==> src/rtl/tdi_pkg.sv <==
package tdi_pkg;
  parameter int SIG_W = 12;
  parameter int THR_W = 8;
  parameter int DI_W  = 8;

  // True when the signal has dropped under the base by more than the threshold.
  function automatic logic key_qualifies(input logic [SIG_W-1:0] sig,
                                         input logic [SIG_W-1:0] base,
                                         input logic [THR_W-1:0] thr);
    logic [SIG_W-1:0] delta;
    delta = base - sig;
    return (thr != '0) && (base > sig) && (delta > SIG_W'(thr));
  endfunction

  // True when one more counted reading meets or passes the limit.
  function automatic logic limit_reached(input logic [DI_W-1:0] cnt,
                                         input logic [DI_W-1:0] limit);
    return ({1'b0, cnt} + 1'b1) >= {1'b0, limit};
  endfunction
endpackage

==> src/rtl/tdi_key_integ.sv <==
module tdi_key_integ
  import tdi_pkg::*;
(
  input  logic             clk,
  input  logic             rst_n,
  input  logic             acq_valid,
  input  logic [SIG_W-1:0] sig_i,
  input  logic [SIG_W-1:0] base_i,
  input  logic [THR_W-1:0] thr_i,
  input  logic [DI_W-1:0]  limit_i,
  input  logic             grant_i,
  output logic             det_o,
  output logic             enter_req_o,
  output logic             exit_evt_o
);
  logic [DI_W-1:0] cnt;
  logic            qual;
  logic            reached;

  assign qual        = key_qualifies(sig_i, base_i, thr_i);
  assign reached     = limit_reached(cnt, limit_i);
  assign enter_req_o = acq_valid & ~det_o & qual & reached;
  assign exit_evt_o  = acq_valid & det_o & ~qual & reached;

  always_ff @(posedge clk or negedge rst_n) begin
    if (!rst_n) begin
      det_o <= 1'b0;
      cnt   <= '0;
    end else if (acq_valid) begin
      if (!det_o) begin
        if (!qual)          cnt <= '0;
        else if (!reached)  cnt <= cnt + 1'b1;
        else if (grant_i) begin
          det_o <= 1'b1;
          cnt   <= '0;
        end
      end else begin
        if (qual)           cnt <= '0;
        else if (reached) begin
          det_o <= 1'b0;
          cnt   <= '0;
        end else            cnt <= cnt + 1'b1;
      end
    end
  end

  AST_ENTER_GRANTED: assert property (@(posedge clk) disable iff (!rst_n)
    $rose(det_o) |-> $past(grant_i && enter_req_o));
  AST_EXIT_COUNTED: assert property (@(posedge clk) disable iff (!rst_n)
    $fell(det_o) |-> $past(exit_evt_o));
  AST_IDLE_HOLD: assert property (@(posedge clk) disable iff (!rst_n)
    !acq_valid |=> $stable(det_o) && $stable(cnt));
endmodule

==> src/rtl/tdi_guard_arb.sv <==
module tdi_guard_arb #(
  parameter int N     = 11,
  parameter int IDX_W = 4
) (
  input  logic             clk,
  input  logic             rst_n,
  input  logic [N-1:0]     enter_req_i,
  input  logic [N-1:0]     det_i,
  input  logic             guard_en_i,
  input  logic [IDX_W-1:0] guard_idx_i,
  output logic [N-1:0]     grant_o,
  output logic [N-1:0]     guard_mask_o
);
  logic normal_det_any;
  logic guard_det;
  logic guard_grant;
  logic block_normal;

  for (genvar k = 0; k < N; k++) begin : g_mask
    assign guard_mask_o[k] = guard_en_i && (guard_idx_i == IDX_W'(k));
  end

  assign normal_det_any = |(det_i & ~guard_mask_o);
  assign guard_det      = |(det_i & guard_mask_o);
  assign guard_grant    = (|(enter_req_i & guard_mask_o)) && !normal_det_any;
  assign block_normal   = guard_det || guard_grant;

  always_comb begin
    logic found;
    found   = 1'b0;
    grant_o = '0;
    for (int k = 0; k < N; k++) begin
      if (enter_req_i[k] && !guard_mask_o[k] && !block_normal && !found) begin
        grant_o[k] = 1'b1;
        found      = 1'b1;
      end
    end
    grant_o = grant_o | (guard_mask_o & {N{guard_grant}});
  end

  AST_SINGLE_ENTRY: assert property (@(posedge clk) disable iff (!rst_n)
    $onehot0(grant_o & ~guard_mask_o));
  AST_GRANT_NEEDS_REQ: assert property (@(posedge clk) disable iff (!rst_n)
    (grant_o & ~enter_req_i) == '0);
  AST_GUARD_BLOCKS: assert property (@(posedge clk) disable iff (!rst_n)
    (|(det_i & guard_mask_o)) |-> ((grant_o & ~guard_mask_o) == '0));
endmodule

==> src/rtl/tdi_change.sv <==
module tdi_change #(
  parameter int N = 11
) (
  input  logic         clk,
  input  logic         rst_n,
  input  logic [N-1:0] det_i,
  input  logic [N-1:0] trans_i,
  input  logic         mode_i,
  input  logic         status_rd_i,
  output logic         change_n_o
);
  logic pend;

  always_ff @(posedge clk or negedge rst_n) begin
    if (!rst_n)            pend <= 1'b0;
    else if (status_rd_i)  pend <= |trans_i;
    else                   pend <= pend | (|trans_i);
  end

  assign change_n_o = mode_i ? ~(|det_i) : ~pend;

  AST_DATA_RELEASE: assert property (@(posedge clk) disable iff (!rst_n)
    (!mode_i && $past(!mode_i) && $rose(change_n_o)) |-> $past(status_rd_i));
  AST_TRANS_FLAGS: assert property (@(posedge clk) disable iff (!rst_n)
    (|trans_i) |=> pend);
endmodule

==> src/rtl/touch_guard_di.sv <==
module touch_guard_di
  import tdi_pkg::*;
#(
  parameter int NKEYS = 11,
  localparam int IDX_W = (NKEYS > 1) ? $clog2(NKEYS) : 1
) (
  input  logic                   clk,
  input  logic                   rst_n,
  input  logic                   acq_valid,
  input  logic [NKEYS*SIG_W-1:0] sig_flat,
  input  logic [NKEYS*SIG_W-1:0] base_flat,
  input  logic [NKEYS*THR_W-1:0] thr_flat,
  input  logic [DI_W-1:0]        di_limit,
  input  logic                   guard_en,
  input  logic [IDX_W-1:0]       guard_idx,
  input  logic                   change_mode,
  input  logic                   status_rd,
  output logic [NKEYS-1:0]       detect,
  output logic                   change_n
);
  logic [NKEYS-1:0] enter_req;
  logic [NKEYS-1:0] exit_evt;
  logic [NKEYS-1:0] grant;
  logic [NKEYS-1:0] guard_mask;
  logic [NKEYS-1:0] trans;

  for (genvar k = 0; k < NKEYS; k++) begin : g_key
    tdi_key_integ u_key (
      .clk         (clk),
      .rst_n       (rst_n),
      .acq_valid   (acq_valid),
      .sig_i       (sig_flat[k*SIG_W +: SIG_W]),
      .base_i      (base_flat[k*SIG_W +: SIG_W]),
      .thr_i       (thr_flat[k*THR_W +: THR_W]),
      .limit_i     (di_limit),
      .grant_i     (grant[k]),
      .det_o       (detect[k]),
      .enter_req_o (enter_req[k]),
      .exit_evt_o  (exit_evt[k])
    );
  end

  tdi_guard_arb #(.N(NKEYS), .IDX_W(IDX_W)) u_arb (
    .clk          (clk),
    .rst_n        (rst_n),
    .enter_req_i  (enter_req),
    .det_i        (detect),
    .guard_en_i   (guard_en),
    .guard_idx_i  (guard_idx),
    .grant_o      (grant),
    .guard_mask_o (guard_mask)
  );

  assign trans = (grant & enter_req) | exit_evt;

  tdi_change #(.N(NKEYS)) u_chg (
    .clk         (clk),
    .rst_n       (rst_n),
    .det_i       (detect),
    .trans_i     (trans),
    .mode_i      (change_mode),
    .status_rd_i (status_rd),
    .change_n_o  (change_n)
  );

  AST_ONE_NEW_NORMAL: assert property (@(posedge clk) disable iff (!rst_n)
    $countones(detect & ~$past(detect) & ~guard_mask) <= 1);
  AST_GUARD_WAITS: assert property (@(posedge clk) disable iff (!rst_n)
    (|(grant & guard_mask)) |-> ((detect & ~guard_mask) == '0));
endmodule

==> config.mk <==
export PLATFORM = sky130hd
export DESIGN_NAME = touch_guard_di
export DESIGN_NICKNAME = d
export VERILOG_FILES = /design/src/rtl/tdi_pkg.sv /design/src/rtl/tdi_key_integ.sv /design/src/rtl/tdi_guard_arb.sv /design/src/rtl/tdi_change.sv /design/src/rtl/touch_guard_di.sv
export SDC_FILE = /design/constraint.sdc
export NUM_CORES = 1
export LEC_CHECK = 0
export BUFFER_PORTS_ARGS = -buffer_cell sky130_fd_sc_hd__buf_2
export CAP_MARGIN = 10
export CORE_UTILIZATION = 35
export CTS_BUF_LIST = sky130_fd_sc_hd__clkbuf_4
export CTS_CLUSTER_SIZE = 28
export DETAILED_ROUTE_END_ITERATION = 12
export PLACE_DENSITY = 0.63
export SLEW_MARGIN = 20
export SYNTH_ARGS = -nofsm -noshare
export SYNTH_HDL_FRONTEND = slang
export SYNTH_SLANG_ARGS = --single-unit
==> constraint.sdc <==
create_clock -name clk -period 5.5 [get_ports clk]
set_clock_uncertainty 0.2 [all_clocks]
set_input_delay 0 -clock clk [delete_from_list [all_inputs] [get_ports clk]]
set_output_delay 0 -clock clk [all_outputs]
set_load 0.02 [all_outputs]
==> flow_metrics.py <==
metrics = {
    "run_status": {
        "status": "finished clean",
    },
    "clock_network": {
        "cts_max_path_buffers": 2,
        "clk_pin_slew_ps": 160,
        "cts_resized": 0,
        "root_buffer": "clkbuf_4",
        "cts.sinks": 100,
        "clock_latency_ps": 490,
        "cts_htree_levels": 3,
        "cts_buffers": 9,
        "cts_tree": "built",
    },
    "setup_path": {
        "cp_data_required_time_ps": 5690,
        "worst_setup_path_end_kind": "flop",
        "critPathLaunch": "g_key[4].u_key.cnt[2]",
        "cp.arrival_ps": 5310,
        "reg2reg_slack_ps": 370,
        "cp-start-kind": "flop",
        "reg2reg_depth": 17,
        "r2r_end": "g_key[6].u_key.cnt[2]",
        "r2r_start": "g_key[4].u_key.cnt[2]",
        "cp_max_fo": 7,
        "critPathKind": "flop to flop",
    },
    "placement": {
        "dp_cells": 3310,
        "port_buffers": 381,
        "pre_cts_slack_ps": 153,
        "detailed_place.area_um2": 20400,
        "dp_hpwl_um": 43500,
        "gp_congestion": 0.943,
    },
    "timing": {
        "rsz0062_at_grt": "false",
        "fin_crit_sh_pct": 93.2,
        "layout_min_cycle_time_ps": 5130,
        "max_slew_margin_pct": 40.3,
        "tightest_slew_ps": 887,
        "slew_violations": 0,
        "hold_viol_final": 0,
        "fin_setup_tns_ps": 0,
        "timing.final.ws_setup_ps": 375,
        "finalSetupViolations": 0,
        "max_freq_ghz": 0.195,
        "whs_ps": 32.5,
    },
    "hold_path": {
        "hp-start": "guard_en",
        "hp-class": "primary input to flop",
        "hold_path_depth": 6,
        "min_to": "g_key[10].u_key.det_o",
    },
    "yosys": {
        "synth_cell_types": 91,
        "synth_area_leader_cell": "ha_1",
        "syn_area_um2": 17700,
        "yosysMostFrequentCell": "ha_1",
        "synth.top_cells.by_count": "319 x ha_1, 302 x inv_1, 171 x a21oi_1, 139 x nor2_1, 136 x nand2_1",
        "synthTopCellsByArea": "ha_1 23%, dfrtp_1 14%, inv_1 6.4%",
        "syn_inst": 2283,
        "syn-num-nets": 2983,
        "ys_ff_latch": 100,
        "synth_flop_cell": "dfrtp_1",
        "synth-async-reset-ratio_pct": 100,
        "yosysSeqAreaShare_pct": 14.1,
        "synth_area_per_cell_um2": 7.76,
        "yosysTopAreaCellShare_pct": 22.5,
        "synth_edf_count": 0,
        "yosysWarnings": 0,
    },
    "detailed_routing": {
        "drt-initial-drc-count": 944,
        "postRouteAntennaNets": 0,
        "drc_errors": 0,
        "post_drt_wl_per_cell_um": 15.5,
        "num_vias": 17900,
        "via_per_inst": 5.37,
        "first_pass_iters": 5,
        "wl_um": 51800,
    },
    "final_layout": {
        "fin_nets": 3359,
        "layout-drive-gt1-share_pct": 17.6,
        "final_util_pct": 41.3,
        "area_delta_synth_final_pct": 16.6,
        "final_area_um2": 20700,
        "multi_input_area_um2": 13800,
        "layout.cells.non_filler": 3340,
        "num-fill-cells": 5160,
        "final-seq-area_um2": 2500,
    },
    "global_route": {
        "grt_use_total_pct": 19.9,
        "grt_pass1_wl_um": 83800,
        "grt_pass1_vias": 17700,
        "overflow": 0,
        "grt_max_degree": 60,
        "antenna_found_initial": 7,
    },
    "power": {
        "power_mw": 3.93,
        "total_leakage_power_nw": 10.9,
        "vdd_ir_drop_max_uv": 103,
        "power_density_nw_per_um2": 190,
    },
    "floorplanning": {
        "ios": 382,
        "initial_core_util_pct": 35.4,
        "fp.dieW_um": 227,
        "die_h_um": 227,
        "dieArea_um2": 51500,
        "rows": 82,
        "core_um2": 50100,
    },
    "flow_run": {
        "max_cap_violations": 0,
    },
}
-- layer usage --
| layer | wire [um] | GRT usage (%) | vias to the layer above |
|---|---|---|---|
| li1 | - | - | 9056 |
| met5 | 28 | 0 | - |
| met1 | 22600 | 23.6 | 8354 |
| met3 | 2280 | 2.54 | 75 |
| met2 | 25700 | 37.0 | 457 |
| met4 | 1190 | 5.32 | 6 |
-- area by class of cell --
cell class / instances / area share [%]
Timing Repair Buffer: 413 / 10.6
Clock inverter: 7 / 0.327
Sequential cell: 100 / 12.1
Inverter: 302 / 5.49
Clock buffer: 9 / 0.327
Multi-Input combinational cell: 1833 / 67.0
Tap cell: 672 / 4.07
Antenna cell: 4 / 0.0485
-- worst max-delay path: stages, from the launching register on --
cell and delay [ps]:
dfrtp_1 500, and3_1 230, nand3_1 180, nor2_1 170, xor2_1 220, ha_1 280
and3_1 160, a221o_1 340, a31oi_1 280, a2111oi_0 170, o31ai_1 110, buf_4 180
o211ai_1 90, or4_4 470, o21ai_4 290, mux2_2 410, a21oi_2 360, mux2_2 390
-- cell usage in the layout (no fill, tap or decap), types with 9 or more instances in the layout --
master / count
a31oi_1: 15
o21ai_0: 77
mux2_2: 21
nand4_1: 49
nor2b_1: 53
or3_1: 9
and2_1: 9
a211oi_1: 26
a21o_1: 70
a2111oi_0: 10
o21a_1: 26
a21oi_1: 171
buf_4: 23
dlygate4sd3_1: 9
nand3b_1: 10
clkbuf_4: 9
xnor2_1: 94
a22o_1: 35
o31ai_1: 11
o22ai_1: 12
buf_2: 380
ha_1: 319
nor3_1: 37
inv_1: 302
nand2_1: 136
dfrtp_1: 100
fa_1: 11
o21bai_1: 10
mux2i_1: 23
nor4_1: 30
o211ai_1: 28
and3_1: 49
xor2_1: 56
nand2b_1: 41
nor2_1: 139
o2111ai_1: 9
nand3_1: 101
-- cell families (layout without fill, tap and decap cells) --
kind of cell / after synthesis / in the layout / share of synthesized area (%)
fa+ha+maj: 330 / 330 / 23.8
flops: 100 / 100 / 14.1
simple gates: 695 / 695 / 20.2
buf+inv: 350 / 731 / 7.70
compound gates: 614 / 614 / 24.2
other cells: 0 / 4 / 0
xor+xnor: 150 / 150 / 7.42
mux: 44 / 44 / 2.64
-- sequential cells by signal, summed over array words and instances, names as in the netlist --
name               cells
g_key.u_key.cnt       88
g_key.u_key.det_o     11
u_chg.pend             1
-- repair_timing --
item,in CTS,in global routing
hold endpoints to repair,66,0
hold buffers,10,0
buffers inserted,0,0
-- power by group --
group	total, mW	internal, mW	switching [mW]	leakage (nW)
Sequential	1.11	0.869	0.239	1.35
Combinational	2.42	1.08	1.34	9.51
Clock	0.409	0.136	0.272	0.0694
-- worst max-delay path by stage --
stage	end	slack (ps)	cells past startpoint
after global placement	g_key[6].u_key.cnt[7]	290	22
after floorplan	g_key[6].u_key.cnt[0]	850	20
after CTS	g_key[6].u_key.cnt[2]	400	17
final	g_key[6].u_key.cnt[2]	370	17
after detailed placement	g_key[6].u_key.cnt[2]	150	21
after global routing	g_key[6].u_key.cnt[7]	100	17
No activity file was read; power rests on OpenSTA's default activity.
